**src/rtl/burst_seq_pkg.sv**
```systemverilog
package burst_seq_pkg;
  localparam int MODE_W = 5;

  typedef enum logic [2:0] {
    LEN_1    = 3'b000,
    LEN_2    = 3'b001,
    LEN_4    = 3'b010,
    LEN_8    = 3'b011,
    LEN_PAGE = 3'b111
  } len_code_e;

  typedef struct packed {
    logic       single_wr;
    logic       ilv;
    logic [2:0] len_code;
  } mode_t;
endpackage

```
**src/rtl/burst_mode_reg.sv**
```systemverilog
module burst_mode_reg
  import burst_seq_pkg::*;
(
  input  logic              clk_i,
  input  logic              rst_ni,
  input  logic              mrs_i,
  input  logic              busy_i,
  input  logic [MODE_W-1:0] mode_i,
  output mode_t             mode_o,
  output logic              mrs_err_o
);
  mode_t mode_q;
  logic  err_q;

  always_ff @(posedge clk_i or negedge rst_ni) begin
    if (!rst_ni) begin
      mode_q <= '0;
      err_q  <= 1'b0;
    end else begin
      err_q <= mrs_i & busy_i;
      if (mrs_i && !busy_i) mode_q <= mode_t'(mode_i);
    end
  end

  assign mode_o    = mode_q;
  assign mrs_err_o = err_q;
endmodule

```
**src/rtl/burst_len_dec.sv**
```systemverilog
module burst_len_dec
  import burst_seq_pkg::*;
#(
  parameter int COL_W = 10
) (
  input  mode_t            mode_i,
  input  logic             wr_i,
  output logic [COL_W-1:0] mask_o,
  output logic             full_o,
  output logic             cfg_err_o
);
  logic [COL_W-1:0] code_mask;
  logic             page_req;
  logic             reserved;

  always_comb begin
    code_mask = '0;
    page_req  = 1'b0;
    reserved  = 1'b0;
    case (mode_i.len_code)
      LEN_1:    code_mask = '0;
      LEN_2:    code_mask = COL_W'(1);
      LEN_4:    code_mask = COL_W'(3);
      LEN_8:    code_mask = COL_W'(7);
      LEN_PAGE: begin code_mask = '1; page_req = 1'b1; end
      default:  reserved = 1'b1;
    endcase
  end

  assign cfg_err_o = reserved | (page_req & mode_i.ilv);

  always_comb begin
    if (cfg_err_o || (mode_i.single_wr && wr_i)) begin
      mask_o = '0;
      full_o = 1'b0;
    end else begin
      mask_o = code_mask;
      full_o = page_req;
    end
  end
endmodule

```
**src/rtl/burst_addr_gen.sv**
```systemverilog
module burst_addr_gen #(
  parameter int COL_W = 10
) (
  input  logic [COL_W-1:0] base_i,
  input  logic [COL_W-1:0] idx_i,
  input  logic [COL_W-1:0] mask_i,
  input  logic             ilv_i,
  output logic [COL_W-1:0] col_o
);
  logic [COL_W-1:0] seq_sum;
  logic [COL_W-1:0] ilv_val;

  assign seq_sum = base_i + idx_i;
  assign ilv_val = base_i ^ idx_i;

  for (genvar b = 0; b < COL_W; b++) begin : g_bit
    assign col_o[b] = mask_i[b] ? (ilv_i ? ilv_val[b] : seq_sum[b]) : base_i[b];
  end
endmodule

```
**src/rtl/burst_ctrl.sv**
```systemverilog
module burst_ctrl #(
  parameter int COL_W = 10
) (
  input  logic             clk_i,
  input  logic             rst_ni,
  input  logic             start_i,
  input  logic             term_i,
  input  logic [COL_W-1:0] col_i,
  input  logic [COL_W-1:0] mask_i,
  input  logic             full_i,
  input  logic             ilv_i,
  output logic             active_o,
  output logic             last_o,
  output logic [COL_W-1:0] base_o,
  output logic [COL_W-1:0] idx_o,
  output logic [COL_W-1:0] mask_o,
  output logic             ilv_o
);
  logic             active_q, full_q, ilv_q;
  logic [COL_W-1:0] base_q, idx_q, mask_q;
  logic             at_end;

  assign at_end = (idx_q == mask_q);

  always_ff @(posedge clk_i or negedge rst_ni) begin
    if (!rst_ni) begin
      active_q <= 1'b0;
      full_q   <= 1'b0;
      ilv_q    <= 1'b0;
      base_q   <= '0;
      idx_q    <= '0;
      mask_q   <= '0;
    end else if (start_i) begin
      active_q <= 1'b1;
      full_q   <= full_i;
      ilv_q    <= ilv_i;
      base_q   <= col_i;
      idx_q    <= '0;
      mask_q   <= mask_i;
    end else if (active_q) begin
      if (full_q ? term_i : at_end) active_q <= 1'b0;
      else                          idx_q    <= idx_q + 1'b1;
    end
  end

  assign active_o = active_q;
  assign last_o   = active_q & ~full_q & at_end;
  assign base_o   = base_q;
  assign idx_o    = idx_q;
  assign mask_o   = mask_q;
  assign ilv_o    = ilv_q;
endmodule

```
**src/rtl/burst_col_seq.sv**
```systemverilog
module burst_col_seq
  import burst_seq_pkg::*;
#(
  parameter int COL_W = 10
) (
  input  logic              clk_i,
  input  logic              rst_ni,
  input  logic              mrs_i,
  input  logic [MODE_W-1:0] mode_i,
  input  logic              start_i,
  input  logic              wr_i,
  input  logic [COL_W-1:0]  col_i,
  input  logic              term_i,
  output logic [COL_W-1:0]  col_o,
  output logic              valid_o,
  output logic              last_o,
  output logic              mode_err_o,
  output logic              mrs_err_o
);
  mode_t            mode_q;
  logic [COL_W-1:0] dec_mask, cur_base, cur_idx, cur_mask;
  logic             dec_full, cur_ilv, active;

  burst_mode_reg u_mode (
    .clk_i, .rst_ni, .mrs_i,
    .busy_i    (active),
    .mode_i,
    .mode_o    (mode_q),
    .mrs_err_o
  );

  burst_len_dec #(.COL_W(COL_W)) u_dec (
    .mode_i    (mode_q),
    .wr_i,
    .mask_o    (dec_mask),
    .full_o    (dec_full),
    .cfg_err_o (mode_err_o)
  );

  burst_ctrl #(.COL_W(COL_W)) u_ctrl (
    .clk_i, .rst_ni, .start_i, .term_i, .col_i,
    .mask_i   (dec_mask),
    .full_i   (dec_full),
    .ilv_i    (mode_q.ilv),
    .active_o (active),
    .last_o,
    .base_o   (cur_base),
    .idx_o    (cur_idx),
    .mask_o   (cur_mask),
    .ilv_o    (cur_ilv)
  );

  burst_addr_gen #(.COL_W(COL_W)) u_addr (
    .base_i (cur_base),
    .idx_i  (cur_idx),
    .mask_i (cur_mask),
    .ilv_i  (cur_ilv),
    .col_o
  );

  assign valid_o = active;
endmodule

```
**config.mk**
```make
export PLATFORM = sky130hd
export DESIGN_NAME = burst_col_seq
export DESIGN_NICKNAME = d
export VERILOG_FILES = /design/src/rtl/burst_seq_pkg.sv /design/src/rtl/burst_mode_reg.sv /design/src/rtl/burst_len_dec.sv /design/src/rtl/burst_addr_gen.sv /design/src/rtl/burst_ctrl.sv /design/src/rtl/burst_col_seq.sv
export SDC_FILE = /design/constraint.sdc
export NUM_CORES = 1
export LEC_CHECK = 0
export ABC_CLOCK_PERIOD_IN_PS = 2600
export BUFFER_PORTS_ARGS = -buffer_cell sky130_fd_sc_hd__buf_2
export CAP_MARGIN = 25
export CORE_MARGIN = 2
export CORE_UTILIZATION = 56
export DETAILED_ROUTE_END_ITERATION = 8
export GPL_ROUTABILITY_DRIVEN = 0
export PLACE_DENSITY = 0.77
export RECOVER_POWER = 100
export SLEW_MARGIN = 10
export SYNTH_ARGS = -nofsm -noshare
export SYNTH_HDL_FRONTEND = slang
export SYNTH_SLANG_ARGS = --single-unit
```
**constraint.sdc**
```tcl
create_clock -name clk_i -period 2.6 [get_ports clk_i]
set_input_delay 0.13 -clock clk_i [delete_from_list [all_inputs] [get_ports clk_i]]
set_output_delay 0.13 -clock clk_i [all_outputs]
set_load 0.01 [all_outputs]
```
-- After elaboration in Yosys (flattened, before gate mapping)
Index checks and enable logic that the tools add are counted.
- input port bits: 21
- bits in registers: 39
- bitwise gates (word level): 7
- equality and inequality tests: 6
- reductions and logical operators: 8
- mux-type cells: 32
- $add $sub $neg: 2
- operator list (kind ; count):
    10-bit two-way mux ; 4
    10-bit one-hot mux with 4 select lines ; 1
    1-bit two-way mux ; 27
    10-bit by 1-bit adder with 10-bit output, second input constant ; 1
    10-bit adder ; 1
    10-bit == test ; 1
    10-bit XOR ; 1
    3-bit by 2-bit == test with 1-bit output, second input constant ; 2
    5-bit OR reduction ; 1
    1-bit AND ; 4
    3-bit by 1-bit == test with 1-bit output, second input constant ; 1
    3-bit == test, second input constant ; 1
    3-bit zero test ; 1
    1-bit logical AND ; 2
    2-bit inequality test, second input constant ; 1
    2-bit AND reduction ; 1
    2-bit nonzero test ; 1
    1-bit zero test ; 1
    1-bit logical OR ; 1
    1-bit NOT ; 1
    1-bit OR ; 1

-- Logic depth before layout (Yosys ltp)
- word-level depth: 6
- gate-level depth with buffers: 7

-- Hierarchy
From an unflattened synthesis, not the netlist that was laid out.
- cells, all modules: 228
- area total of the unflattened synthesis: 2439.8 um^2
- by module, submodules not included (module ; times used ; cells each ; area each (um^2) ; seq. area each (um^2)):
    burst_ctrl ; 1 ; 120 ; 1531.5 ; 825.8
    burst_addr_gen ; 1 ; 77 ; 554.3 ; 0.0
    burst_mode_reg ; 1 ; 13 ; 227.7 ; 150.1
    burst_len_dec ; 1 ; 18 ; 126.4 ; 0.0

-- Least setup slack after synthesis
OpenSTA, ideal clock, no wires.
- kind: register -> output
- start point: register u_ctrl.idx_q[1] (netlist: u_ctrl.idx_o[1])
- end point: output col_o[9]
- buffers on the path: 0
- setup slack: 0.524 ns
- cell stages (with the launch flop): 7
- data required time: 2.470 ns
- arrival time: 1.946 ns
- cells stage by stage: dfrtp_1 -> ha_1 -> a211o_1 -> a2111o_1 -> and3_1 -> o22ai_1 -> xor2_1
- word-level cells in the longest chain between the ends: 3
- RTL lines (what ; line ; text):
    from (decl) ; burst_ctrl.sv:20 ; logic [COL_W-1:0] base_q, idx_q, mask_q;
    from (signal assigned) ; burst_ctrl.sv:42 ; else idx_q <= idx_q + 1'b1;
    10-bit adder ; burst_addr_gen.sv:13 ; assign seq_sum = base_i + idx_i;
    1-bit two-way mux (2 in series) ; burst_addr_gen.sv:17 ; assign col_o[b] = mask_i[b] ? (ilv_i ? ilv_val[b] : seq_sum[b]) : base_i[b];
    to (decl) ; burst_col_seq.sv:14 ; output logic [COL_W-1:0] col_o,
Every way passes these cells.

-- Final worst setup path
- start point: register u_ctrl.idx_q[0] (netlist: u_ctrl.idx_o[0])
- end point: output col_o[6]
The elaborated chain is that of the path after synthesis.

==> impl_metrics.yaml <==
run_status:
  status: "finished with violations"
  violations: "capacitance limit, slew limit"
clock_tree:
  cts_tree: "done"
  cts_inserted_buffers: 5
  cts_max_level: 2
  clk_latency_ns: 0.29
  path_clk_slew_ns: 0.06
  cts_num_sinks: 33
  cts_buffer_depth: 2
  cts-root-buf: "clkbuf_8"
final_layout:
  nNetsFinal: 285
  final_util_pct: 66.6
  layout-drive-gt1-share_pct: 22.9
  area.growth.synth_to_final_pct: 15.7
  stdcell_area_um2: 2420
  diodes: 0
sta:
  worst_pin_slew_ns: 1.79
  setup_viol: 0
  fmax_mhz: 401
  hold_viol_final: 0
  timing.clock.skew_ns: 0.00364
  slew_viol_final: 70
  maxSlewHeadroom_pct: -19.4
  post-route-period-util_pct: 95.9
  fin_tns_setup_ns: 0
  post-route-min-period_ns: 2.49
floorplan:
  initial_core_util_pct: 57.6
  design.die.area_um2: 4240
  fp.dieH_um: 65.1
  row_count: 22
  core-area_um2: 3630
  ios: 35
  dieWidth_um: 65.1
routing:
  drt_first_pass_iters: 4
  vias_per_cell: 5.80
  drt_iter0_markers: 86
  ant_nets: 0
  vias: 1745
  routed_wirelength_um: 4480
  post_drt_wl_per_cell_um: 14.9
  drc: 0
critical_path:
  critPathRequiredTime_ns: 2.47
  arrival_ns: 2.36
  worstPathMaxFanout: 7
  critPathMaxStageDelay_ns: 0.46
  crit_family: "adder cells"
  cp-end-kind: "primary output"
  worst-path-buf-inv: 1
  path_cells: "ha_1, fa_1, a21o_1, a22oi_2, a21oi_1, xnor2_1, a21oi_1, clkbuf_2"
  slowest_stage: "dfrtp_2"
  critPathKind: "reg2out"
  cp_common_cell: "a21oi_1"
  worstSetupStartpointType: "flip-flop"
synthesis:
  ys_seq_area_share_pct: 39.5
  synth_edf_count: 0
  avgSynthCellArea_um2: 9.78
  ys_ff_latch: 33
  ys_types: 40
  synth.cell_area_um2: 2090
  async_flop_share_pct: 100
  syn_inst: 214
  syn-num-nets: 246
  yosysWarnings: 0
  synth-main-ff-cell: "dfrtp_1"
global_route:
  grt_pass1_wl_um: 7290
  grt_usage_pct: 22.5
  antenna_found_initial: 0
  overflow: 0
  grt_max_degree: 36
  grt_pass1_vias: 1654
power_and_ir_drop:
  p_leak_nw: 1.07
  power.internal_mw: 1.20
  p_comb_share_pct: 40.4
  seq_power_share_pct: 39.3
  p_clk_share_pct: 20.2
  switching_share_pct: 38.7
  switching_power_mw: 0.758
  power_density_nw_per_um2: 810
  vdd_drop_max_mv: 0.520
place:
  portBuffers: 34
  dp_hpwl_um: 3120
  placed_cell_area_um2: 2300
hold_path:
  hp-class: "in2reg"
run:
  cap_viol_max_count: 2
-- metal layers --
metal | global-route usage (%) | up-vias | wire length, um
met2 | 38.1 | 42 | 2230
met3 | 4.28 | 12 | 171
met5 | 0 | - | 0
met1 | 27.4 | 842 | 1970
li1 | - | 849 | -
met4 | 11.2 | 0 | 109
-- tightest hold or removal path: stages --
cell,delay (ns)
buf_2,0.07
nand2_1,0.03
o21ai_0,0.06
-- flip-flops by register name, summed over array words and instances, names as in the netlist --
signal            count
u_ctrl.active_o       1
u_ctrl.ilv_o          1
u_mode.mrs_err_o      1
u_ctrl.base_o        10
u_mode.mode_o         5
u_ctrl.full_q         1
u_ctrl.mask_o         4
u_ctrl.idx_o         10
-- power by group through the flow --
stage	Clock [mW]	Sequential (mW)	Combinational (mW)
detailed placement	0	0.775	0.795
finish	0.396	0.771	0.793
floorplan	0	0.724	0.616
global placement	0	0.769	0.784
CTS	0.400	0.767	0.802
global route	0.424	0.789	0.880
-- cells in the final DEF (no fill, tap or decap), types with 6 or more instances in the layout --
master and n:
dfrtp_1 31, a21oi_1 21, buf_2 21, mux2_2 17
nor2_1 16, clkbuf_1 15, inv_1 11, o21ai_0 10
xnor2_1 9, nand2_1 8, ha_1 8, nor2b_1 6
nand4_1 6, clkbuf_8 6
-- kinds of logic after synthesis --
kind of cell	Yosys count	synth area share [%]
and+or+nand+nor	67	17.4
AOI/OAI and AO/OA	52	16.2
DFF	33	39.5
muxes	20	10.8
buffers and inverters	19	4.13
xor gates and xnor gates	12	5.02
adders and majority gates	11	6.94
-- final timing paths --
path	cells past startpoint	startpoint	end	slack (ns)
max reg2reg	6	u_ctrl.idx_o[7]	u_ctrl.idx_o[6]	0.44
max in group asynchronous	2	rst_ni	u_ctrl.idx_o[0]	0.58
min in group asynchronous	2	rst_ni	u_ctrl.base_o[0]	0.85
min	3	mode_i[2]	u_mode.mode_o[2]	0.05
min reg2reg	1	u_mode.mode_o[4]	u_mode.mode_o[4]	0.51
max	8	u_ctrl.idx_o[0]	col_o[6]	0.11
-- per-stage QoR --
stage                     total power [mW]  worst slack, ns  hold slack [ns]  instances
after global routing                  2.09          -0.0195           0.0686        301
after global placement                1.55            0.403            0.238        291
after detailed placement              1.57            0.316            0.244        291
after CTS                             1.97          0.00812           0.0447        299
final                                 1.96            0.107           0.0465        301
after floorplan                       1.34            0.524           -0.166        214
-- cells in the mapped netlist, types with 4 or more instances --
master     n  area share [%]
o21ai_0   10             2.4
ha_1      10             6.0
nand2_1    8             1.4
dfrtp_1   33              39
inv_1     11             2.0
o31ai_1    4             1.4
and2_1     5             1.5
nand3_1    5             1.2
mux2_2    17             9.2
xnor2_1    9             3.8
a21oi_1   21             5.0
nand4_1    6             1.8
nor3_1     4            0.96
and3_1     4             1.2
or4_1      4             1.4
clkbuf_1   6             1.1
nor2_1    16             2.9
nor2b_1    6             1.8
-- layout make-up --
class	instances	area (um2)
inverter	11	41.3
sequential	33	828
clock buffer	7	86.3
tap	48	60.1
timing repair buffer	40	195
multi-input combinational	162	1210
fill	334	1210
-- repair_timing --
action                                  4_1_cts  5_1_grt
setup buffers                                 0        2
endpoints found under the setup margin        1        3
hold endpoints to repair                     33        0
gates resized for setup                       1        6
pin swaps                                     0        0
hold buffers                                  1        0
No activity file was read; power rests on OpenSTA's default activity.
